<file path="config.mk">
export PLATFORM = sky130hd
export DESIGN_NAME = tmr_cnt_top
export DESIGN_NICKNAME = d
export VERILOG_FILES = /design/src/rtl/tmr_pkg.sv /design/src/rtl/tmr_tick_gen.sv /design/src/rtl/tmr_edge_sync.sv /design/src/rtl/tmr_prescaler.sv /design/src/rtl/tmr_counter.sv /design/src/rtl/tmr_cnt_top.sv
export SDC_FILE = /design/constraint.sdc
export NUM_CORES = 1
export LEC_CHECK = 0
export BUFFER_PORTS_ARGS = -buffer_cell sky130_fd_sc_hd__buf_4
export CAP_MARGIN = 10
export CORE_MARGIN = 3
export CORE_UTILIZATION = 40
export CTS_BUF_LIST = sky130_fd_sc_hd__clkbuf_4 sky130_fd_sc_hd__clkbuf_8
export DETAILED_ROUTE_END_ITERATION = 8
export PLACE_DENSITY_LB_ADDON = 0.15
export SYNTH_ARGS = -nofsm -noshare
export SYNTH_HDL_FRONTEND = slang
export SYNTH_SLANG_ARGS = --single-unit
</file>
<file path="constraint.sdc">
create_clock -name clk -period 3.1 [get_ports clk]
set_input_delay 0.155 -clock clk [delete_from_list [all_inputs] [get_ports clk]]
set_output_delay 0.155 -clock clk [all_outputs]
set_load 0.01 [all_outputs]
</file>
<file path="src/rtl/tmr_pkg.sv">
package tmr_pkg;
  localparam int RATIO_W = 3;

  typedef enum logic [1:0] {
    SEL_COUNT = 2'd0,
    SEL_MODE  = 2'd1,
    SEL_WDOG  = 2'd2,
    SEL_SPARE = 2'd3
  } reg_sel_e;

  // mode register, bit 5 down to bit 0
  typedef struct packed {
    logic               fall_edge;
    logic               ext_src;
    logic               pre_on;
    logic [RATIO_W-1:0] ratio;
  } mode_t;

  localparam int MODE_W = $bits(mode_t);
endpackage

</file>
<file path="src/rtl/tmr_tick_gen.sv">
module tmr_tick_gen #(
  parameter int DIV_W = 2
) (
  input  logic clk,
  input  logic rst,
  input  logic div4,
  output logic tick
);
  logic [DIV_W-1:0] phase_q;
  logic [DIV_W-1:0] last_phase;

  assign last_phase = div4 ? {DIV_W{1'b1}} : {{(DIV_W-1){1'b0}}, 1'b1};
  assign tick       = (phase_q >= last_phase);

  always_ff @(posedge clk) begin
    if (rst)       phase_q <= '0;
    else if (tick) phase_q <= '0;
    else           phase_q <= phase_q + 1'b1;
  end
endmodule

</file>
<file path="src/rtl/tmr_edge_sync.sv">
module tmr_edge_sync #(
  parameter int STAGES = 2
) (
  input  logic clk,
  input  logic rst,
  input  logic tick,
  input  logic pin,
  input  logic fall_sel,
  output logic edge_ev
);
  logic [STAGES-1:0] shift_q;
  logic              prev_q;
  logic              now_lvl;
  logic              rise, fall;

  assign now_lvl = shift_q[STAGES-1];
  assign rise    = now_lvl & ~prev_q;
  assign fall    = ~now_lvl & prev_q;
  assign edge_ev = tick & (fall_sel ? fall : rise);

  always_ff @(posedge clk) begin
    if (rst) begin
      shift_q <= '0;
      prev_q  <= 1'b0;
    end else if (tick) begin
      shift_q <= {shift_q[STAGES-2:0], pin};
      prev_q  <= now_lvl;
    end
  end
endmodule

</file>
<file path="src/rtl/tmr_prescaler.sv">
module tmr_prescaler #(
  parameter int W     = 8,
  parameter int SEL_W = 3
) (
  input  logic             clk,
  input  logic             rst,
  input  logic             clr,
  input  logic             ev,
  input  logic [SEL_W-1:0] sel,
  output logic             carry
);
  logic [W-1:0] acc_q;
  logic [W-1:0] mask;

  assign mask  = W'((32'd2 << sel) - 32'd1);
  assign carry = ev & ((acc_q & mask) == mask);

  always_ff @(posedge clk) begin
    if (rst || clr) acc_q <= '0;
    else if (ev)    acc_q <= acc_q + 1'b1;
  end
endmodule

</file>
<file path="src/rtl/tmr_counter.sv">
module tmr_counter #(
  parameter int W = 8
) (
  input  logic         clk,
  input  logic         rst,
  input  logic         clr,
  input  logic         load,
  input  logic [W-1:0] load_val,
  input  logic         inc,
  output logic [W-1:0] cnt,
  output logic         wrap
);
  always_ff @(posedge clk) begin
    if (rst) begin
      cnt  <= '0;
      wrap <= 1'b0;
    end else begin
      wrap <= inc & (&cnt) & ~load & ~clr;
      if (clr)       cnt <= '0;
      else if (load) cnt <= load_val;
      else if (inc)  cnt <= cnt + 1'b1;
    end
  end
endmodule

</file>
<file path="src/rtl/tmr_cnt_top.sv">
module tmr_cnt_top
  import tmr_pkg::*;
#(
  parameter int CNT_W       = 8,
  parameter int PRE_W       = 8,
  parameter int WDT_W       = 8,
  parameter int SYNC_STAGES = 2,
  parameter int DIV_W       = 2
) (
  input  logic             clk,
  input  logic             rst,
  input  logic             cyc_div4,
  input  logic             wr_en,
  input  logic [1:0]       wr_addr,
  input  logic [CNT_W-1:0] wr_data,
  input  logic             ext_pin,
  input  logic             wdt_clr,
  input  logic             sleep_cmd,
  output logic [CNT_W-1:0] cnt_val,
  output logic             ovf_pulse,
  output logic             wdt_timeout
);
  mode_t              mode_q;
  logic [RATIO_W-1:0] wdog_ratio_q;
  logic               tick, pin_ev, src_ev, pre_carry, cnt_inc;
  logic               wr_count, wdog_kick, wdog_carry;
  logic [WDT_W-1:0]   wdog_cnt;

  assign wr_count  = wr_en && (reg_sel_e'(wr_addr) == SEL_COUNT);
  assign wdog_kick = wdt_clr | sleep_cmd;

  always_ff @(posedge clk) begin
    if (rst) begin
      mode_q       <= '0;
      wdog_ratio_q <= '0;
    end else if (wr_en) begin
      case (reg_sel_e'(wr_addr))
        SEL_MODE: mode_q       <= mode_t'(wr_data[MODE_W-1:0]);
        SEL_WDOG: wdog_ratio_q <= wr_data[RATIO_W-1:0];
        default: ;
      endcase
    end
  end

  tmr_tick_gen #(.DIV_W(DIV_W)) u_tick (
    .clk(clk), .rst(rst), .div4(cyc_div4), .tick(tick)
  );

  tmr_edge_sync #(.STAGES(SYNC_STAGES)) u_sync (
    .clk(clk), .rst(rst), .tick(tick), .pin(ext_pin),
    .fall_sel(mode_q.fall_edge), .edge_ev(pin_ev)
  );

  assign src_ev  = mode_q.ext_src ? pin_ev : tick;
  assign cnt_inc = mode_q.pre_on ? pre_carry : src_ev;

  tmr_prescaler #(.W(PRE_W), .SEL_W(RATIO_W)) u_cnt_pre (
    .clk(clk), .rst(rst), .clr(wr_count), .ev(src_ev),
    .sel(mode_q.ratio), .carry(pre_carry)
  );

  tmr_counter #(.W(CNT_W)) u_cnt (
    .clk(clk), .rst(rst), .clr(1'b0), .load(wr_count), .load_val(wr_data),
    .inc(cnt_inc), .cnt(cnt_val), .wrap(ovf_pulse)
  );

  tmr_prescaler #(.W(PRE_W), .SEL_W(RATIO_W)) u_wdog_pre (
    .clk(clk), .rst(rst), .clr(wdog_kick), .ev(tick),
    .sel(wdog_ratio_q), .carry(wdog_carry)
  );

  tmr_counter #(.W(WDT_W)) u_wdog (
    .clk(clk), .rst(rst), .clr(wdog_kick), .load(1'b0), .load_val('0),
    .inc(wdog_carry), .cnt(wdog_cnt), .wrap(wdt_timeout)
  );

  logic unused_wdog;
  assign unused_wdog = ^wdog_cnt;
endmodule

</file>
---- Yosys cells after proc, flatten, opt, wreduce, memory -nomap -nowiden ----
Cells that the tools add are included.
word-level totals
  bits in registers ....................... 48
  bits of input ports ..................... 17
  word-level logic and storage cells ...... 61
  output and inout port bits .............. 10
cells by class
  shifts and indexed selects .............. 2
  eq/ne operators ......................... 4
  $lt $le $gt $ge ......................... 1
  muxes and demuxes ....................... 6
  add/subtract/negate cells ............... 7
  bitwise gates (word level) .............. 16
  reductions and logical operators ........ 11
operator list
  cell                                                                number
  8-bit by 1-bit adder with 8-bit output, second input constant       4
  8-bit bitwise AND                                                   2
  8-bit == test                                                       2
  8-bit two-way mux                                                   2
  8-bit AND reduction                                                 2
  2-bit by 3-bit << shifter with 8-bit output, first input constant   2
  8-bit by 1-bit subtractor with 8-bit output, second input constant  2
  1-bit bitwise AND                                                   9
  1-bit NOT                                                           4
  2-bit AND reduction                                                 2
  2-bit OR reduction                                                  2
  1-bit two-way mux                                                   3
  2-bit by 1-bit adder with 2-bit output, second input constant       1
  2-bit by 1-bit == test with 1-bit output, second input constant     1
  2-bit == test, second input constant                                1
  2-bit >= comparator                                                 1
  2-bit logical NOT                                                   1
  1-bit logical OR                                                    2
  2-bit two-way mux                                                   1
  2-bit nonzero test                                                  1
  1-bit logical AND                                                   1
  1-bit OR                                                            1

---- Longest topological paths before layout ----
Gate-level depths: netlist of run 1.
  depth after elaboration ................. 9
  mapped depth ............................ 10
  mapped depth without buffers ............ 9

---- Modules after synthesis ----
From an unflattened synthesis of run 1, not the netlist that was laid out.
unflattened totals
  cell total of the unflattened synthesis .. 294
  area, all modules ....................... 2616.3 um2
by module, submodules not included
  module         area each (um2)  cells an instance  instances  sequential area each (um2)
  tmr_prescaler  503.0            61                 2          160.2
  tmr_counter    471.7            54                 2          180.2
  tmr_cnt_top    440.4            42                 1          180.2
  tmr_edge_sync  130.1            13                 1          60.1
  tmr_tick_gen   96.3             9                  1          40.0

---- Worst setup path before layout of run 1 ----
No wires, ideal clock.
  path type ............................... flip-flop to flip-flop
  from .................................... register wdog_ratio_q[0]
  to ...................................... register u_wdog.cnt[7]
  buffers on the path ..................... 0
  stages on the path, launching flop included .. 9
  clock period less this slack ............ 2.245 ns
  arrival time ............................ 2.174 ns
  setup time .............................. 0.071 ns
  data required time ...................... 3.029 ns
  path slack .............................. 0.855 ns
  cell sequence ........................... dfxtp_1 or3_1 ha_1 xnor2_1 nand3_1 a21oi_1 a2111o_1 or4_1 a21oi_1
on the way
  word-level cells in the longest chain between the ends .. 5
ends and longest elaborated chain
  item                                             line                 RTL
  from (decl)                                      tmr_cnt_top.sv:24    logic [RATIO_W-1:0] wdog_ratio_q;
  from (signal assigned)                           tmr_cnt_top.sv:39    SEL_WDOG: wdog_ratio_q <= wr_data[RATIO_W-1:0];
  2-bit by 3-bit << shifter with 8-bit output (*)  tmr_prescaler.sv:15  assign mask = W'((32'd2 << sel) - 32'd1);
  8-bit by 1-bit subtractor with 8-bit output (*)  tmr_prescaler.sv:15
  8-bit bitwise AND                                tmr_prescaler.sv:16  assign carry = ev & ((acc_q & mask) == mask);
  8-bit == test (*)                                tmr_prescaler.sv:16
  1-bit bitwise AND (*)                            tmr_prescaler.sv:16
  to (signal assigned)                             tmr_counter.sv:20    else if (load) cnt <= load_val;
  to (signal assigned)                             tmr_counter.sv:21    else if (inc) cnt <= cnt + 1'b1;
  to (decl)                                        tmr_counter.sv:10    output logic [W-1:0] cnt,
Every way passes the cells marked *; elsewhere a longest branch is shown, timed or not.
A chain may end at the register's enable or synchronous reset.

---- Worst setup path after layout of run 1 ----
Ends and elaborated chain as after synthesis.

==> results.md, run 1 <==
* Required time at the worst-slack endpoint at 3.33 ns
* Post-route clock skew at 0.0117 ns
* Part of the power in the clock network at 38.0%
* Critical hold path startpoint: wr_data[5]
* Buffer cell driving the clock tree root: sky130_fd_sc_hd__clkbuf_8
* Number of maximum-capacitance violations at 0
* Die outline width at 84.6 microns
* Share of final-layout standard cells stronger than drive strength 1 at 13.9%
* Die Ht at 84.6 microns
* Via count at 2009
* Count of endpoints failing hold in the final timing report at 0
* Pwr per Cell Area at 489 nW/um^2
* Global placer's final weighted congestion at 0.786
* Peak ir drop on the vdd network at 0.000245 V
* Share of flip-flops with an asynchronous set or reset after synthesis at 0%
* Max-slew violations at 0
* Number of iterations in the first detailed-routing pass at 4
* Post-cts repair resize count at 0
* Portion of total power attributed to combinational logic at 13.3%
* Final period demand of the worst path at 2.66 ns
* Switching Fraction at 24.4%
* Setup WS pre-CTS at 0.498 ns
* Die ar. at 7150 sq um
* Final design area excluding fillers at 2820 sq um
* Avg Cell Area, Syn at 8.76 sq um
* Drt drc at 0
* DR WL/cell at 13.1 microns
* Maximum number of pins on one net before global-route repair at 27
* Syn Inst Count at 282
* Worst-case register-to-register setup slack at 0.44 ns
* Distinct cells, synth at 45
* Maximum net fanout on the critical path at 16
* Deepest level of the CTS H-tree at 2
* Number of cells traversed by the worst register-to-register path at 8
* Endpoint of the worst hold-timing path: mode_q[5]
* Netlist area before placement at 2470 sq um
* Most frequent cells in the layout: sky130_fd_sc_hd__dfxtp_1, sky130_fd_sc_hd__nor2_1, sky130_fd_sc_hd__nand2_1, sky130_fd_sc_hd__buf_4, sky130_fd_sc_hd__mux2i_1
* Mux share of post-synthesis cell area at 6.89%
* Simple-gate portion of the synthesized area at 26.1%
* Cell-internal power at 1.04 mW
* WHS at 0.102 ns
* Number of global-route vias before repair at 1807
* CORE AREA at 5740 sq um
* Setup repair after global routing missed its margin: no
* Area of placed instances at 2690 sq um
* Post-synthesis adder-cell area fraction at 3.55%
* Worst Path Class, Setup: flip-flop to flip-flop
* Filler-free cell count of the finished design at 375
* Worst min path class: input port to flip-flop
* Boundary Pins at 27
* TritonCTS clock tree: yes
* Reg2Reg Launch Point: wdog_ratio_q[0]
* Arrival time of the worst setup path at 2.89 ns
* Setup Fix Bufs, Post-CTS at 0
* Antenna Nets Post-Route at 0
* Cell total after placement at 368
* Cell row count at 27
* Actual slew at the worst max-slew pin at 1.05 ns
* CP startpoint kind: flip-flop
* Final setup violation count at 0
* Global router's overall resource usage at 14.4%
* Number of nets produced by synthesis at 306
* Diode insertion count for antenna repair at 0
* DRT Wirelength at 4900 microns
* Area delta synth->final at 14.2%
* Hold path depth at 3
* Leakage power total at 1.08 nW
* Result of the run: completed
* Register share of total power at 48.7%
* Net switching power figure at 0.336 mW
* Design Power at 1.38 mW
* Achievable clock frequency at 0.376 GHz
* Port Buf Inserts at 26
* Number of synthesized flops with an enable pin at 0
* Share of synthesized area occupied by flip-flops and latches at 38.9%
* Main combinational cell family by area after synthesis: simple AND/OR/NAND/NOR gates
* Area fraction in compound gates after synthesis at 14.9%
* Number of sinks driven by the clock tree at 48
* HPWL after detailed placement at 3500 microns
* Final core occ at 49.1%
* Post-route setup TNS at 0 ns
* Wire length of the first global-routing pass at 8560 microns
* Hold buffers post-CTS at 0
* Part of the cycle the worst path needs at 85.9%
* Slew HR at 29.6%
* CTS Buf Count at 5
* Via density per instance at 5.36
* Antenna violations before repair at 0
* Clock-pin slew on the worst setup and hold paths at 0.09 ns
* Most common cell after layout, fill and taps aside: sky130_fd_sc_hd__dfxtp_1
* Worst skew pair latency at 0.30 ns
* Number of warnings issued by yosys at 0
* Flip-flop cell with the highest count after synthesis: sky130_fd_sc_hd__dfxtp_1
* Initial core utilization at 43.0%
* Flip-flop and latch count after synthesis at 48
* Nets at 327
* Kind of end point of the critical path: flip-flop
* Deepest clock path buffer count at 2
* Least setup slack across all paths after layout at 0.437 ns
* Reg-to-Reg End: u_wdog.cnt[7]
* Sum of overflow across all layers after global routing at 0
* Number of violations reported at the end of detailed-routing iteration 0 at 85
* Xor and xnor area share after synthesis at 6.03%
Yosys cell counts, types with 6 or more instances:
cell type,instances,area share [%]
sky130_fd_sc_hd__a21oi_1,15,3.0
sky130_fd_sc_hd__xnor2_1,6,2.1
sky130_fd_sc_hd__nand2_1,26,4.0
sky130_fd_sc_hd__dfxtp_1,48,39
sky130_fd_sc_hd__nor2_1,35,5.3
sky130_fd_sc_hd__o21ai_1,8,1.6
sky130_fd_sc_hd__mux2i_1,17,6.9
sky130_fd_sc_hd__nand4_1,10,2.5
sky130_fd_sc_hd__clkbuf_1,8,1.2
sky130_fd_sc_hd__nand3_1,9,1.8
sky130_fd_sc_hd__or3_1,8,2.0
sky130_fd_sc_hd__ha_1,7,3.5
sky130_fd_sc_hd__xor2_1,11,3.9
sky130_fd_sc_hd__inv_1,6,0.91
sky130_fd_sc_hd__nor2b_1,6,1.5
sequential cells by signal, summed over array words and instances (netlist names), 2 cells and up:
signal            flops
mode_q                6
u_cnt.cnt             8
u_wdog.cnt            8
u_tick.phase_q        2
u_cnt_pre.acc_q       8
u_wdog_pre.acc_q      8
wdog_ratio_q          3
u_sync.shift_q        2
worst max-delay path, stage by stage (launching register included):
cell and delay [ns]:
sky130_fd_sc_hd__dfxtp_1 0.38, sky130_fd_sc_hd__or3_1 0.43, sky130_fd_sc_hd__ha_1 0.30, sky130_fd_sc_hd__xnor2_1 0.16
sky130_fd_sc_hd__nand3_1 0.08, sky130_fd_sc_hd__a21oi_1 0.06, sky130_fd_sc_hd__a2111o_1 0.55, sky130_fd_sc_hd__or4_1 0.46
sky130_fd_sc_hd__a21oi_1 0.16
final cells by class:
class,instances,area [sq um]
clock buffers,5,68.8
clock inverters,2,60.1
fillers,547,2920
inverters,7,26.3
multi-input cells,215,1420
flip-flops and latches,48,961
well taps,72,90.1
repair buffers,26,195
worst max-delay path by stage:
stage,startpoint,endpoint,slack [ns],cells after the start
detailed placement,wdog_ratio_q[0],u_wdog.cnt[7],0.50,8
CTS,wdog_ratio_q[0],u_wdog.cnt[7],0.45,8
global route,wdog_ratio_q[0],u_wdog.cnt[4],0.26,8
finish,wdog_ratio_q[0],u_wdog.cnt[7],0.44,8
floorplan,wdog_ratio_q[0],u_wdog.cnt[7],0.86,8
global placement,wdog_ratio_q[0],u_wdog.cnt[7],0.58,8
power by group through the flow:
stage / sequential, mW / combinational [mW] / clock (mW)
finish: 0.672 / 0.183 / 0.524
global route: 0.676 / 0.205 / 0.566
floorplan: 0.680 / 0.135 / 0
detailed placement: 0.685 / 0.184 / 0
global placement: 0.685 / 0.182 / 0
CTS: 0.671 / 0.185 / 0.542
metal layers:
| metal | routed length (microns) | GRT usage, % |
|---|---|---|
| met4 | 64 | 4.75 |
| met5 | 0 | 0 |
| met2 | 2020 | 20.9 |
| met1 | 2630 | 21.0 |
| met3 | 181 | 3.14 |
logic make-up (layout without fill, tap and decap cells):
group | after synthesis | in the layout
AOI/OAI and AO/OA | 50 | 50
xor gates and xnor gates | 17 | 17
adders and majority gates | 7 | 7
buffers and inverters | 19 | 40
DFF | 48 | 48
muxes | 17 | 17
and+or+nand+nor | 124 | 124
Power figures use the tool's default switching activity.
==> inputs of run 2 (changes only) <==
==> constraint.sdc (replaced) <==
create_clock -name clk -period 2.9 [get_ports clk]
set_input_delay 0.145 -clock clk [delete_from_list [all_inputs] [get_ports clk]]
set_output_delay 0.145 -clock clk [all_outputs]
set_load 0.01 [all_outputs]
==> results.md, run 2 (same netlist as run 1, synthesis figures left out) <==
* Drt drc at 0 (unchanged)
* Cell total after placement at 370 (+0.54%)
* Post-route setup TNS at 0 ns (unchanged)
* Die ar. at 7150 sq um (unchanged)
* Clock-pin slew on the worst setup and hold paths at 0.09 ns (about the same)
* Area of placed instances at 2710 sq um (+0.56%)
* Boundary Pins at 27 (unchanged)
* Port Buf Inserts at 26 (unchanged)
* Kind of end point of the critical path: flip-flop
* Number of sinks driven by the clock tree at 48 (unchanged)
* Final design area excluding fillers at 2790 sq um (-1.2%)
* Crit path largest cell delay at 0.48 ns (-0.07 ns)
* Maximum number of pins on one net before global-route repair at 27 (unchanged)
* Nets at 329 (+0.61%)
* Arrival time of the worst setup path at 2.87 ns (-0.02 ns)
* Sum of overflow across all layers after global routing at 0 (unchanged)
* Post-route clock skew at 0.00553 ns (-0.00621 ns)
* Setup Fix Bufs, Post-CTS at 0 (unchanged)
* Achievable clock frequency at 0.379 GHz (+0.86%)
* Number of maximum-capacitance violations at 0 (unchanged)
* Deepest clock path buffer count at 2 (unchanged)
* Final setup violation count at 0 (unchanged)
* Cell row count at 27 (unchanged)
* Worst-path cell chain: or3_1, ha_1, nor2b_1, o21ai_1, o2111a_1, a2111o_1, or4_1, a21oi_1
* Maximum net fanout on the critical path at 16 (unchanged)
* CP startpoint kind: flip-flop
* DR WL/cell at 13.3 microns (+2.0%)
* Required time at the worst-slack endpoint at 3.13 ns (-0.20 ns)
* Filler-free cell count of the finished design at 377 (+0.53%)
* Part of the cycle the worst path needs at 91.0% (+5.1 points)
* Die outline width at 84.6 microns (unchanged)
* Share of final-layout standard cells stronger than drive strength 1 at 14.4% (+0.56 points)
* Deepest level of the CTS H-tree at 2 (unchanged)
* Result of the run: completed
* Via count at 2034 (+1.2%)
* Peak ir drop on the vdd network at 0.000214 V (-13%)
* Leakage power total at 1.06 nW (-1.3%)
* Number of iterations in the first detailed-routing pass at 4 (unchanged)
* Global placer's final weighted congestion at 0.755 (-4.0%)
* Setup repair after global routing missed its margin: no
* Worst skew pair latency at 0.30 ns (about the same)
* Hold buffers post-CTS at 0 (unchanged)
* Area delta synth->final at 12.9%
* Antenna Nets Post-Route at 0 (unchanged)
* Die Ht at 84.6 microns (unchanged)
* Design Power at 1.30 mW (-5.4%)
* Max-slew violations at 0 (unchanged)
* Via density per instance at 5.40 (+0.71%)
* Number of global-route vias before repair at 1930 (+6.8%)
* Wire length of the first global-routing pass at 8780 microns (+2.6%)
* Diode insertion count for antenna repair at 0 (unchanged)
* Final period demand of the worst path at 2.64 ns (-0.0227 ns)
* Initial core utilization at 43.0% (unchanged)
* Antenna violations before repair at 0 (unchanged)
* Count of endpoints failing hold in the final timing report at 0 (unchanged)
* DRT Wirelength at 5030 microns (+2.6%)
* Actual slew at the worst max-slew pin at 0.646 ns (-0.407 ns)
* CORE AREA at 5740 sq um (unchanged)
* CP max stage cell: sky130_fd_sc_hd__a2111o_1
* HPWL after detailed placement at 3600 microns (+2.9%)
* Pwr per Cell Area at 468 nW/um^2 (-4.3%)
* Most common cell after layout, fill and taps aside: sky130_fd_sc_hd__dfxtp_1
* Worst Path Class, Setup: flip-flop to flip-flop
* Number of violations reported at the end of detailed-routing iteration 0 at 91 (+7.1%)
* Final core occ at 48.6% (-0.57 points)
* Worst min path class: input port to flip-flop
* Slew HR at 56.9% (+27 points)
* Buffer cell driving the clock tree root: sky130_fd_sc_hd__clkbuf_8
* Post-cts repair resize count at 0 (unchanged)
* Global router's overall resource usage at 14.8% (+0.38 points)
* CTS Buf Count at 5 (unchanged)
* Most frequent cells in the layout: sky130_fd_sc_hd__dfxtp_1, sky130_fd_sc_hd__nor2_1, sky130_fd_sc_hd__buf_4, sky130_fd_sc_hd__nand2_1, sky130_fd_sc_hd__mux2i_1
* TritonCTS clock tree: yes
## run 2: final timing paths
kind	from	end	slack [ns]	cells after the start
worst min-delay path	wr_data[4]	mode_q[4]	0.09	3
worst max-delay path	wdog_ratio_q[0]	u_wdog.cnt[7]	0.26	8
worst min register to register	u_sync.shift_q[0]	u_sync.shift_q[1]	0.46	2
worst max register to register	wdog_ratio_q[0]	u_wdog.cnt[7]	0.26	8
## run 2: power by group
group	switching (mW)	internal (mW)	leakage [nW]
clock network	0.223	0.164	0.0400
registers	0.0362	0.682	0.389
logic	0.104	0.0962	0.635
total	0.363	0.942	1.06
## run 2: layer usage
metal  part of all wire [%]  GRT usage, %
met3                    2.8          3.24
met2                     42          22.5
met4                    1.2          3.88
met5                      0             0
met1                     54          21.0
## run 2: worst max-delay path, delay by kind of cell (launching register included)
| family | cells | cell delay, ns |
|---|---|---|
| flops | 1 | 0.37 |
| simple gates | 3 | 1.04 |
| compound gates | 4 | 0.86 |
| fa+ha+maj | 1 | 0.30 |
## run 2: final cells by class
cell class	instances	area [sq um]
Timing Repair Buffer	28	210
Sequential cell	48	961
Fill cell	577	2950
Inverter	7	26.3
Multi-Input combinational cell	215	1420
Tap cell	72	90.1
Clock buffer	5	68.8
Clock inverter	2	12.5
## run 2: metrics by stage
step / hold WS, ns / setup WS [ns]
floorplan: 0.285 / 0.655
global placement: 0.396 / 0.380
detailed placement: 0.404 / 0.278
CTS: 0.0816 / 0.236
global route: 0.108 / 0.0668
finish: 0.0928 / 0.260
==> inputs of run 3 (changes only) <==
--- a/config.mk
+++ b/config.mk
@@ -8,7 +8,7 @@
 export BUFFER_PORTS_ARGS = -buffer_cell sky130_fd_sc_hd__buf_4
 export CAP_MARGIN = 10
 export CORE_MARGIN = 3
-export CORE_UTILIZATION = 40
+export CORE_UTILIZATION = 55
 export CTS_BUF_LIST = sky130_fd_sc_hd__clkbuf_4 sky130_fd_sc_hd__clkbuf_8
 export DETAILED_ROUTE_END_ITERATION = 8
 export PLACE_DENSITY_LB_ADDON = 0.15
==> results.md, run 3 (same netlist as run 1, synthesis figures left out) <==
* Antenna Nets Post-Route at 0 (unchanged)
* Post-route setup TNS at 0 ns (unchanged)
* Maximum net fanout on the critical path at 16 (unchanged)
* Via density per instance at 5.91 (+9.5%)
* DRT Wirelength at 4930 microns (-1.8%)
* TritonCTS clock tree: yes
* Drt drc at 0 (unchanged)
* Net switching power figure at 0.373 mW (+3.0%)
* Part of the cycle the worst path needs at 91.6% (+0.55 points)
* Portion of total power attributed to combinational logic at 14.4% (-0.9 points)
* Deepest level of the CTS H-tree at 2 (unchanged)
* Count of endpoints failing hold in the final timing report at 0 (unchanged)
* Post-route clock skew at 0.0102 ns (+0.00471 ns)
* Cell row count at 23 (-15%)
* Least setup slack across all paths after layout at 0.244 ns (-0.0158 ns)
* WHS at 0.0995 ns (+0.00670 ns)
* Actual slew at the worst max-slew pin at 0.903 ns (+0.256 ns)
* Kind of end point of the critical path: flip-flop
* Part of the power in the clock network at 34.6% (+5.0 points)
* HPWL after detailed placement at 3440 microns (-4.7%)
* Deepest clock path buffer count at 2 (unchanged)
* Die outline width at 73.0 microns (-14%)
* Slew HR at 39.7% (-17 points)
* Number of global-route vias before repair at 1938 (+0.41%)
* Die ar. at 5330 sq um (-25%)
* Setup repair after global routing missed its margin: no
* Hold buffers post-CTS at 0 (unchanged)
* Wire length of the first global-routing pass at 8860 microns (+0.87%)
* Global placer's final weighted congestion at 0.760 (+0.74%)
* Area of placed instances at 2670 sq um (-1.3%)
* Boundary Pins at 27 (unchanged)
* Fillers at 341 (-41%)
* Leakage power total at 1.07 nW (+0.90%)
* Result of the run: completed
* Setup WS pre-CTS at 0.342 ns (+0.0640 ns)
* Worst skew pair latency at 0.31 ns (about the same)
* Worst Path Class, Setup: flip-flop to flip-flop
* Number of sinks driven by the clock tree at 48 (unchanged)
* Share of final-layout standard cells stronger than drive strength 1 at 14.4% (unchanged)
* Final period demand of the worst path at 2.66 ns (+0.0158 ns)
* Buffer cell driving the clock tree root: sky130_fd_sc_hd__clkbuf_8
* Clock-pin slew on the worst setup and hold paths at 0.09 ns (about the same)
* Register Area at 961 sq um (unchanged)
* Max-slew violations at 0 (unchanged)
* DR WL/cell at 13.9 microns (+4.3%)
* Sum of overflow across all layers after global routing at 0 (unchanged)
* Via count at 2098 (+3.1%)
* Number of violations reported at the end of detailed-routing iteration 0 at 109 (+20%)
* CTS Buf Count at 5 (unchanged)
* Nets at 328 (-0.30%)
* Global router's overall resource usage at 20.8% (+6.0 points)
* Final setup violation count at 0 (unchanged)
* Diode insertion count for antenna repair at 0 (unchanged)
* Cell-internal power at 1.03 mW (+9.7%)
* Achievable clock frequency at 0.376 GHz (-0.60%)
* Pwr per Cell Area at 505 nW/um^2 (+8.0%)
* Initial core utilization at 59.2% (+16 points)
* Switching Fraction at 26.6% (-1.2 points)
* Post-cts repair resize count at 0 (unchanged)
* Final core occ at 66.7% (+18 points)
* Most common cell after layout, fill and taps aside: sky130_fd_sc_hd__dfxtp_1
* Area delta synth->final at 12.7%
* Worst min path class: input port to flip-flop
* Area taken by multi-input logic gates at 1420 sq um (unchanged)
* CP startpoint kind: flip-flop
* Peak ir drop on the vdd network at 0.000368 V (+72%)
* Port Buf Inserts at 26 (unchanged)
* Most frequent cells in the layout: sky130_fd_sc_hd__dfxtp_1, sky130_fd_sc_hd__nor2_1, sky130_fd_sc_hd__buf_4, sky130_fd_sc_hd__nand2_1, sky130_fd_sc_hd__mux2i_1
* Die Ht at 73.0 microns (-14%)
* Arrival time of the worst setup path at 2.88 ns (about the same)
* Number of iterations in the first detailed-routing pass at 4 (unchanged)
* Final design area excluding fillers at 2780 sq um (-0.18%)
* Setup Fix Bufs, Post-CTS at 0 (unchanged)
* Antenna violations before repair at 0 (unchanged)
* Register share of total power at 51.0% (-4.1 points)
* Number of maximum-capacitance violations at 0 (unchanged)
* Maximum number of pins on one net before global-route repair at 27 (unchanged)
* CORE AREA at 4170 sq um (-27%)
* Required time at the worst-slack endpoint at 3.13 ns (about the same)
## run 3: area by class of cell
cell class | instances | area share, %
multi-input combinational | 215 | 51.0
sequential | 48 | 34.5
inverter | 7 | 0.944
clock inverter | 3 | 1.53
tap | 50 | 2.25
clock buffer | 5 | 2.47
timing repair buffer | 27 | 7.28
## run 3: power groups by stage
| stage | Sequential [mW] | Combinational [mW] | Clock [mW] |
|---|---|---|---|
| final | 0.717 | 0.203 | 0.487 |
| after global routing | 0.723 | 0.228 | 0.515 |
| after detailed placement | 0.731 | 0.203 | 0 |
| after floorplan | 0.727 | 0.144 | 0 |
| after global placement | 0.731 | 0.200 | 0 |
| after CTS | 0.717 | 0.205 | 0.495 |
## run 3: per-stage QoR
step / total power, mW / cells
3_5_place_dp: 0.935 / 347
5_1_grt: 1.47 / 355
4_1_cts: 1.42 / 355
3_3_place_gp: 0.931 / 347
2_1_floorplan: 0.871 / 282
6_report: 1.41 / 355
## run 3: worst paths after layout
check	slack, ns	to	startpoint	cells past startpoint
worst max-delay path	0.24	u_wdog.cnt[7]	wdog_ratio_q[0]	8
worst min-delay path	0.1	mode_q[3]	wr_data[3]	3
worst max register to register	0.24	u_wdog.cnt[7]	wdog_ratio_q[0]	8
worst min register to register	0.46	u_wdog.wrap	u_wdog.cnt[7]	2
## run 3: per-layer routing
layer / global-route usage, % / share of wire, % / up-vias
li1: - / - / 1062
met1: 28.7 / 51 / 993
met2: 32.1 / 43 / 37
met3: 4.96 / 4.8 / 6
met4: 6.35 / 1.2 / 0
met5: 0 / 0 / -
## run 3: worst max-delay path, stage by stage (launching register included)
cell and delay, ns:
sky130_fd_sc_hd__dfxtp_1 0.37, sky130_fd_sc_hd__or3_1 0.41, sky130_fd_sc_hd__ha_1 0.30, sky130_fd_sc_hd__nor2b_1 0.17, sky130_fd_sc_hd__o21ai_1 0.09, sky130_fd_sc_hd__o2111a_1 0.14
sky130_fd_sc_hd__a2111o_1 0.48, sky130_fd_sc_hd__or4_1 0.46, sky130_fd_sc_hd__a21oi_1 0.16
